[config.mk]
export PLATFORM = sky130hd
export DESIGN_NAME = dyad_mode_ctrl
export DESIGN_NICKNAME = d
export VERILOG_FILES = /design/src/rtl/dyad_pkg.sv /design/src/rtl/stall_qual.sv /design/src/rtl/mode_fsm.sv /design/src/rtl/reg_partition.sv /design/src/rtl/access_steer.sv /design/src/rtl/dyad_mode_ctrl.sv
export SDC_FILE = /design/constraint.sdc
export NUM_CORES = 1
export LEC_CHECK = 0
export ABC_AREA = 0
export BUFFER_PORTS_ARGS = -buffer_cell sky130_fd_sc_hd__buf_2
export CAP_MARGIN = 20
export CORE_AREA = 2 2 59 61
export DETAILED_ROUTE_END_ITERATION = 12
export DIE_AREA = 0 0 61 63
export GPL_ROUTABILITY_DRIVEN = 0
export HOLD_SLACK_MARGIN = 0.06
export PLACE_DENSITY = 0.82
export SYNTH_ARGS = -nofsm -noshare
export SYNTH_HDL_FRONTEND = slang
export SYNTH_HIERARCHICAL = 1
export SYNTH_SLANG_ARGS = --single-unit
[constraint.sdc]
create_clock -name clk -period 3.6 [get_ports clk]
set_clock_uncertainty 0.2 [all_clocks]
set_input_delay 0.18 -clock clk [delete_from_list [all_inputs] [get_ports clk]]
set_output_delay 0.18 -clock clk [all_outputs]
set_load 0.01 [all_outputs]
[src/rtl/dyad_pkg.sv]
// Shared types for the master/filler mode controller.
package dyad_pkg;
    typedef enum logic [1:0] {
        ST_MASTER = 2'd0,
        ST_ENTER  = 2'd1,
        ST_FILL   = 2'd2,
        ST_DRAIN  = 2'd3
    } dyad_state_e;
endpackage

[src/rtl/stall_qual.sv]
// Counts consecutive stall samples while the core is in master state.
// Assumes: stall level is synchronous; the counter saturates at all-ones.
module stall_qual #(
    parameter int CNT_W = 16
) (
    input  logic             clk,
    input  logic             rst_n,
    input  logic             in_master,
    input  logic             master_stall,
    input  logic [CNT_W-1:0] thresh,
    output logic             long_stall
);
    logic [CNT_W-1:0] run_q;

    // Track how many earlier edges saw the stall in master state.
    always_ff @(posedge clk) begin
        if (!rst_n) begin
            run_q <= '0;
        end else if (in_master && master_stall) begin
            if (run_q != {CNT_W{1'b1}}) begin
                run_q <= run_q + 1'b1;
            end
        end else begin
            run_q <= '0;
        end
    end

    // Stall qualifies once the earlier run reaches the threshold.
    always_comb begin
        long_stall = in_master && master_stall && (run_q >= thresh);
    end
endmodule

[src/rtl/mode_fsm.sv]
// Four-state mode sequencer: master, enter-fill, fill, drain.
// Assumes: long_stall is valid only in master state.
module mode_fsm
    import dyad_pkg::*;
(
    input  logic        clk,
    input  logic        rst_n,
    input  logic        long_stall,
    input  logic        master_stall,
    input  logic        inflight_zero,
    output dyad_state_e state_q,
    output dyad_state_e state_d,
    output logic        mode_fill_q,
    output logic        master_iss_q,
    output logic        filler_iss_q
);
    // Next-state decision.
    always_comb begin
        state_d = state_q;
        unique case (state_q)
            ST_MASTER: if (long_stall)    state_d = ST_ENTER;
            ST_ENTER:                     state_d = ST_FILL;
            ST_FILL:   if (!master_stall) state_d = ST_DRAIN;
            ST_DRAIN:  if (inflight_zero) state_d = ST_MASTER;
            default:                      state_d = ST_MASTER;
        endcase
    end

    // State and registered mode/issue flags.
    always_ff @(posedge clk) begin
        if (!rst_n) begin
            state_q      <= ST_MASTER;
            mode_fill_q  <= 1'b0;
            master_iss_q <= 1'b1;
            filler_iss_q <= 1'b0;
        end else begin
            state_q      <= state_d;
            mode_fill_q  <= (state_d != ST_MASTER);
            master_iss_q <= (state_d == ST_MASTER);
            filler_iss_q <= (state_d == ST_FILL);
        end
    end
endmodule

[src/rtl/reg_partition.sv]
// Register file partition: protects the master region outside master mode
// and maps filler (thread, arch reg) pairs into upper windows.
// Assumes: master architectural state occupies the lowest ARCH_REGS entries.
module reg_partition #(
    parameter int PHYS_REGS = 128,
    parameter int ARCH_REGS = 32,
    parameter int NWP       = 2,
    parameter int PAW       = $clog2(PHYS_REGS),
    parameter int AW        = $clog2(ARCH_REGS),
    parameter int SLOTS     = (PHYS_REGS - ARCH_REGS) / ARCH_REGS,
    parameter int TIDW      = (SLOTS > 1) ? $clog2(SLOTS) : 1
) (
    input  logic               mode_fill,
    input  logic [NWP-1:0]     wr_en_in,
    input  logic [NWP*PAW-1:0] wr_addr_in,
    input  logic [TIDW-1:0]    tid,
    input  logic [AW-1:0]      areg,
    output logic [NWP-1:0]     wr_en_out,
    output logic [PAW-1:0]     preg,
    output logic               map_ok
);
    // One gate per write port.
    for (genvar p = 0; p < NWP; p++) begin : g_port
        logic in_master_region;
        // Detect a write aimed at the protected master region.
        always_comb begin
            in_master_region = wr_addr_in[p*PAW +: PAW] < PAW'(ARCH_REGS);
            wr_en_out[p]     = wr_en_in[p] && !(mode_fill && in_master_region);
        end
    end

    // Filler window lookup.
    always_comb begin
        map_ok = (32'(tid) < SLOTS);
        preg   = map_ok ? PAW'(ARCH_REGS * (32'(tid) + 1) + 32'(areg)) : '0;
    end
endmodule

[src/rtl/access_steer.sv]
// Routes cache requests to the local L1 or to the L0/partner path, and
// holds the predictor/TLB copy select.
// Assumes: sel_d is the next-cycle filler mode from the sequencer.
module access_steer #(
    parameter int NPORT = 2
) (
    input  logic             clk,
    input  logic             rst_n,
    input  logic             sel_d,
    input  logic             mode_fill,
    input  logic [NPORT-1:0] req_in,
    output logic [NPORT-1:0] local_req,
    output logic [NPORT-1:0] remote_req,
    output logic             pred_sel
);
    // Predictor/TLB copy select register, loaded with the mode register.
    always_ff @(posedge clk) begin
        if (!rst_n) begin
            pred_sel <= 1'b0;
        end else begin
            pred_sel <= sel_d;
        end
    end

    for (genvar i = 0; i < NPORT; i++) begin : g_req
        // Send each request to exactly one destination.
        always_comb begin
            local_req[i]  = req_in[i] && !mode_fill;
            remote_req[i] = req_in[i] &&  mode_fill;
        end
    end
endmodule

[src/rtl/dyad_mode_ctrl.sv]
// Top of the master/filler mode controller. Qualifies master stalls,
// sequences the mode, gates register writes and steers cache requests.
// Assumes: all inputs are synchronous to clk.
module dyad_mode_ctrl
    import dyad_pkg::*;
#(
    parameter int PHYS_REGS = 128,
    parameter int ARCH_REGS = 32,
    parameter int NWP       = 2,
    parameter int CNT_W     = 16,
    parameter int INFL_W    = 6,
    localparam int PAW      = $clog2(PHYS_REGS),
    localparam int AW       = $clog2(ARCH_REGS),
    localparam int SLOTS    = (PHYS_REGS - ARCH_REGS) / ARCH_REGS,
    localparam int TIDW     = (SLOTS > 1) ? $clog2(SLOTS) : 1
) (
    input  logic               clk,
    input  logic               rst_n,
    input  logic [CNT_W-1:0]   stall_thresh,
    input  logic               master_stall,
    input  logic [INFL_W-1:0]  filler_inflight,
    input  logic [NWP-1:0]     rf_wr_en_in,
    input  logic [NWP*PAW-1:0] rf_wr_addr_in,
    input  logic               ic_req,
    input  logic               dc_req,
    input  logic [TIDW-1:0]    fill_tid,
    input  logic [AW-1:0]      fill_areg,
    output logic [1:0]         state_o,
    output logic               mode_fill,
    output logic               pred_sel,
    output logic               master_issue_en,
    output logic               filler_issue_en,
    output logic [NWP-1:0]     rf_wr_en_out,
    output logic               ic_local_req,
    output logic               ic_remote_req,
    output logic               dc_local_req,
    output logic               dc_remote_req,
    output logic [PAW-1:0]     fill_preg,
    output logic               fill_map_ok
);
    dyad_state_e state_q;
    dyad_state_e state_d;
    logic        long_stall;
    logic        inflight_zero;
    logic [1:0]  req_vec;
    logic [1:0]  loc_vec;
    logic [1:0]  rem_vec;

    // Glue: drain condition, request packing and state export.
    always_comb begin
        inflight_zero = (filler_inflight == '0);
        req_vec       = {dc_req, ic_req};
        ic_local_req  = loc_vec[0];
        dc_local_req  = loc_vec[1];
        ic_remote_req = rem_vec[0];
        dc_remote_req = rem_vec[1];
        state_o       = state_q;
    end

    stall_qual #(.CNT_W(CNT_W)) u_qual (
        .clk          (clk),
        .rst_n        (rst_n),
        .in_master    (state_q == ST_MASTER),
        .master_stall (master_stall),
        .thresh       (stall_thresh),
        .long_stall   (long_stall)
    );

    mode_fsm u_fsm (
        .clk           (clk),
        .rst_n         (rst_n),
        .long_stall    (long_stall),
        .master_stall  (master_stall),
        .inflight_zero (inflight_zero),
        .state_q       (state_q),
        .state_d       (state_d),
        .mode_fill_q   (mode_fill),
        .master_iss_q  (master_issue_en),
        .filler_iss_q  (filler_issue_en)
    );

    reg_partition #(
        .PHYS_REGS (PHYS_REGS),
        .ARCH_REGS (ARCH_REGS),
        .NWP       (NWP)
    ) u_part (
        .mode_fill  (mode_fill),
        .wr_en_in   (rf_wr_en_in),
        .wr_addr_in (rf_wr_addr_in),
        .tid        (fill_tid),
        .areg       (fill_areg),
        .wr_en_out  (rf_wr_en_out),
        .preg       (fill_preg),
        .map_ok     (fill_map_ok)
    );

    access_steer #(.NPORT(2)) u_steer (
        .clk        (clk),
        .rst_n      (rst_n),
        .sel_d      (state_d != ST_MASTER),
        .mode_fill  (mode_fill),
        .req_in     (req_vec),
        .local_req  (loc_vec),
        .remote_req (rem_vec),
        .pred_sel   (pred_sel)
    );
endmodule

### Yosys cells after proc, flatten, opt, wreduce, memory -nomap -nowiden

Index checks and enable logic that the tools add are counted.

| word-level totals | value |
|---|---|
| bits in registers | 21 |
| input bits | 50 |
| output and inout port bits | 20 |

| operators by class | value |
|---|---|
| add/sub/neg operators | 3 |
| $lt $le $gt $ge | 4 |
| equality and inequality tests | 5 |
| multiplexer cells | 5 |
| reduce and logical (&&, ||, !) cells | 18 |

Operator list:

| kind | count |
|---|---|
| $add 16x1->16 const B | 1 |
| $ge 16x16->1 | 1 |
| $ne 16x16->1 const B | 1 |
| $lt 7x6->1 const B | 2 |
| $logic_and 1x1->1 | 10 |
| $pmux 2 s4 | 1 |
| $add 7x5->7 | 1 |
| $mux 7 | 1 |
| $eq 2x2->1 const B | 3 |
| $logic_not 6->1 | 1 |
| $mux 2 | 3 |
| $logic_not 2->1 | 2 |
| $logic_not 1->1 | 3 |
| $add 2x1->2 const B | 1 |
| $eq 2x1->1 const B | 1 |
| $lt 2x2->1 const B | 1 |
| $reduce_and 2->1 | 1 |
| $reduce_bool 2->1 | 1 |

### Depth between registers and ports, before layout

| logic depth | value |
|---|---|
| depth after elaboration | 6 |
| gate-level depth with buffers | 9 |

### Cells and area by module

Netlist, hierarchy kept.

By module, submodules not included:

| module | instances | cells each | area each (sq um) |
|---|---|---|---|
| stall_qual | 1 | 148 | 1,173.6 |
| mode_fsm | 1 | 20 | 206.4 |
| reg_partition | 1 | 13 | 86.3 |
| access_steer | 1 | 6 | 51.3 |
| dyad_mode_ctrl | 1 | 4 | 27.5 |

### Least setup slack after synthesis

Ideal clock, no wire load.

| timing | value |
|---|---|
| path kind | register to register |
| start point | register u_qual.run_q[0] |
| end point | register u_steer.pred_sel |
| library setup time | 0.115 ns |
| data arrival time | 2.019 ns |
| required time | 3.285 ns |
| path slack | 1.266 ns |
| cell stages (with the launch flop) | 10 |
| clock period less this slack | 2.334 ns |
| path through | dfxtp_1 -> inv_1 -> ha_1 -> nand2b_1 -> a2111o_1 -> o2111ai_1 -> a31oi_1 -> a32o_2 -> or2_2 -> and2_1 |

| between the ends | value |
|---|---|
| word-level cells in the longest chain between the ends | 5 |

Ends and longest elaborated chain:

| item | line | text |
|---|---|---|
| start: declaration | stall_qual.sv:13 | `logic [CNT_W-1:0] run_q;` |
| start signal: assignment | stall_qual.sv:21 | `run_q <= run_q + 1'b1;` |
| $ge 16x16->1 | stall_qual.sv:30 | `long_stall = in_master && master_stall && (run_q >= thresh);` |
| $logic_and 1x1->1 | stall_qual.sv:30 |  |
| via long_stall | dyad_mode_ctrl.sv:43 | `logic long_stall;` |
| $mux 2 | mode_fsm.sv:21 | `ST_MASTER: if (long_stall) state_d = ST_ENTER;` |
| $pmux 2 s4 | mode_fsm.sv:20 | `unique case (state_q)` |
| via state_d[0] | dyad_mode_ctrl.sv:42 | `dyad_state_e state_d;` |
| $reduce_bool 2->1 | dyad_mode_ctrl.sv:100 | `.sel_d (state_d != ST_MASTER),` |
| end signal: assignment | access_steer.sv:21 | `pred_sel <= sel_d;` |
| end: declaration | access_steer.sv:14 | `output logic pred_sel` |

The timed path passes the listed nets, and every way through them passes these cells.
A chain may end at the register's enable or synchronous reset.

### Worst setup path after layout

| timing | value |
|---|---|
| start point | register u_qual.run_q[13] |
| end point | register u_fsm.master_iss_q |

| between the ends | value |
|---|---|
| word-level cells in the longest chain between the ends | 5 |

Ends and longest elaborated chain:

| item | line | text |
|---|---|---|
| $ge 16x16->1 | stall_qual.sv:30 |  |
| $logic_and 1x1->1 | stall_qual.sv:30 |  |
| via long_stall | dyad_mode_ctrl.sv:43 |  |
| $mux 2 | mode_fsm.sv:21 |  |
| $pmux 2 s4 | mode_fsm.sv:20 |  |
| $logic_not 2->1 | mode_fsm.sv:39 | `master_iss_q <= (state_d == ST_MASTER);` |
| end signal: assignment | mode_fsm.sv:39 |  |
| end: declaration | mode_fsm.sv:14 | `output logic master_iss_q,` |

The timed path passes the listed nets, and every way through them passes these cells.

==> reports/qor.yml <==
status: "completed"
die_h_um: 63
period_needed_ns: 2.89
tns_ns: 0
ctsResizeCount: 0
grtUsageTotal: 0.193
fmax_mhz: 346
async_flop_share: 0
viasPerCell: 5.25
postCtsSetupRepairBufs: 0
finalCritPeriodShare: 0.802
drive_gt1_frac: 0.275
antenna_found_initial: 0
hold_path.class: "in2reg"
synth_ff_type: "dfxtp_1"
grt_max_degree: 17
synth_warnings: 6
post_drt_wl_per_cell_um: 11.1
start_kind: "flip-flop"
r2r_slack_ns: 0.71
coreArea_um2: 3230
die_w_um: 61
p_per_area_nw_per_um2: 228
hold_viol_final: 0
cts_hold_buf: 5
drv_cap: 0
ir_drop_v: 0.000118
netlist_area_um2: 1550
critPathKind: "reg2reg"
dr.pass1.iters: 4
pre_cts_ws_ns: 1.08
routed_wl_mm: 3.36
num_rows: 21
r2r_cells: 8
fin_ws_ns: 0.712
grt_overflow: 0
cts-root-buf: "clkbuf_4"
hold_start: "filler_inflight[0]"
grt_pass1_vias: 1398
worst_pin_slew_ns: 0.564
insertion_delay_ns: 0.31
ys_ff_latch: 22
synth_cell_types: 45
slew_viol_final: 0
syn_nets: 260
reg2reg_to: "u_fsm/master_iss_q$_SDFF_PN1_"
synth_edf_count: 0
die_area_um2: 3840
cts_num_sinks: 22
start_util: 0.478
cts-buffers-inserted: 3
synth_cells: 191
cellLeakagePower_nw: 0.950
dr_total_vias: 1597
grt_first_pass_wirelength_mm: 5.72
syn_to_final_growth_pct: 28.2
cts_tree: "yes"
clkTransAtPathRegs_ns: 0.12
path_max_fanout: 7
dpl.hpwl_mm: 2.64
maxSlewHeadroom: 0.621
postPlaceCellArea_um2: 1890
min_path_cells: 4
cts_buffer_depth: 2
drtAntennaViolNets: 0
cts-htree-levels: 1
holdPathEnd: "u_fsm/state_q[1]$_SDFF_PN0_"
cp-end-kind: "flip-flop"
setup_viol: 0
dr.first_iter.drc_count: 41
required_ns: 3.61
fin_area_um2: 1980
timing.rr.start: "u_qual/run_q[13]$_SDFFE_PN0P_"
final_nets: 328
avgSynthCellArea_um2: 8.09
io_buffers: 59
worst_ep_arrival_time_ns: 2.90
grt_setup_unrepaired: "no"
fillCellCount: 305
ios: 70
antennaDiodeCount: 0
drc: 0
seq_area_frac_synth: 0.285
[synth_stat cells (2+ instances only)]
| cell type | n | area share |
|---|---|---|
| nor2b_1 | 8 | 0.032 |
| dfxtp_1 | 22 | 0.29 |
| o21a_1 | 3 | 0.015 |
| nand4_1 | 5 | 0.020 |
| nor2_1 | 10 | 0.024 |
| xnor2_1 | 2 | 0.011 |
| ha_1 | 19 | 0.15 |
| a21oi_1 | 15 | 0.049 |
| or4_1 | 3 | 0.015 |
| o21ai_0 | 7 | 0.023 |
| nand2b_1 | 3 | 0.012 |
| and3_1 | 2 | 0.0081 |
| nand3_1 | 10 | 0.032 |
| nor4_1 | 2 | 0.0081 |
| nand2_1 | 13 | 0.032 |
| a31oi_1 | 3 | 0.012 |
| or3_1 | 10 | 0.040 |
| inv_1 | 19 | 0.046 |
| nor3_1 | 4 | 0.013 |
| or2_2 | 2 | 0.0081 |
| a21boi_1 | 2 | 0.0097 |
| and2_1 | 4 | 0.016 |
[logic make-up (layout without fill, tap and decap cells)]
| logic type | after synthesis | in the layout | share of synthesized area |
|---|---|---|---|
| flip-flops | 22 | 22 | 0.285 |
| AND/OR/NAND/NOR | 83 | 83 | 0.309 |
| multiplexers | 1 | 1 | 0.00648 |
| XOR/XNOR | 2 | 2 | 0.0113 |
| AO/OA/AOI/OAI | 43 | 43 | 0.181 |
| adder cells (fa/ha/maj) | 19 | 19 | 0.154 |
| buffers and inverters | 21 | 88 | 0.0534 |
[cell type report]
| class | count | area [um2] | area share |
|---|---|---|---|
| repair buffers | 65 | 353 | 0.178 |
| multi-input cells | 148 | 1020 | 0.516 |
| well taps | 46 | 57.6 | 0.0291 |
| clock buffers | 4 | 36.3 | 0.0183 |
| flip-flops and latches | 22 | 440 | 0.222 |
| inverters | 19 | 71.3 | 0.0360 |
[critical path, stage by stage, from the launching register on]
cell and delay (ns):
dfxtp_1 0.40, ha_1 0.32, nand4_1 0.16, nor3_1 0.43, o2111ai_1 0.23, a31oi_1 0.29, or3_1 0.16, nand3_1 0.07
dlygate4sd3_1 0.55
[state kept, by name (all words and copies together) (netlist names)]
register and cells:
u_fsm/state_q 2, u_fsm/mode_fill_q 1, u_fsm/master_iss_q 1, u_steer/pred_sel 1
u_qual/run_q 16, u_fsm/filler_iss_q 1
[metrics by stage]
stage	instances	utilization	total power, mW	hold WS [ns]
2_1_floorplan	191	-	0.284	0.0518
3_5_place_dp	295	0.586	0.319	0.226
4_1_cts	304	0.613	0.455	0.0830
5_1_grt	304	0.613	0.478	0.101
3_3_place_gp	295	0.586	0.316	0.227
6_report	304	0.613	0.451	0.0938
[worst max-delay path by stage]
stage | from | endpoint | slack [ns] | cells past startpoint
3_5_place_dp | u_qual/run_q[0]$_SDFFE_PN0P_ | u_steer/pred_sel$_SDFF_PN0_ | 1.08 | 9
5_1_grt | u_qual/run_q[13]$_SDFFE_PN0P_ | u_fsm/master_iss_q$_SDFF_PN1_ | 0.56 | 8
2_1_floorplan | u_qual/run_q[0]$_SDFFE_PN0P_ | u_steer/pred_sel$_SDFF_PN0_ | 1.27 | 9
3_3_place_gp | u_qual/run_q[0]$_SDFFE_PN0P_ | u_steer/pred_sel$_SDFF_PN0_ | 1.09 | 9
6_report | u_qual/run_q[13]$_SDFFE_PN0P_ | u_fsm/master_iss_q$_SDFF_PN1_ | 0.71 | 8
4_1_cts | u_qual/run_q[13]$_SDFFE_PN0P_ | u_fsm/master_iss_q$_SDFF_PN1_ | 0.74 | 8
[metal layers]
metal  vias up  track usage  wire length, um
li1        837            -                -
met2        41        0.317             1630
met4         0       0.0870               70
met1       713        0.238             1480
met5         -            0                0
met3         6       0.0331              176
[layout by cell type (no fill, tap or decap), types with 2 or more instances in the layout]
cell type and count:
nor4_1 2, a31oi_1 3, dlygate4sd3_1 5, and2_1 4, and3_1 2, a21oi_1 15, nand2b_1 3, or3_1 10
a21boi_1 2, nor2_1 10, nand3_1 10, ha_1 19, buf_2 59, o21ai_0 7, nor3_1 4, dfxtp_1 22
or4_1 3, nand4_1 5, nand2_1 13, or2_2 2, o21a_1 3, nor2b_1 8, inv_1 19, clkbuf_4 3
xnor2_1 2
[report_power, final]
part	switching (mW)	total, mW	internal, mW
Combinational	0.0324	0.0697	0.0373
Sequential	0.00197	0.246	0.244
Clock	0.0729	0.135	0.0617
Note: power is estimated with default switching activity, not from simulation.
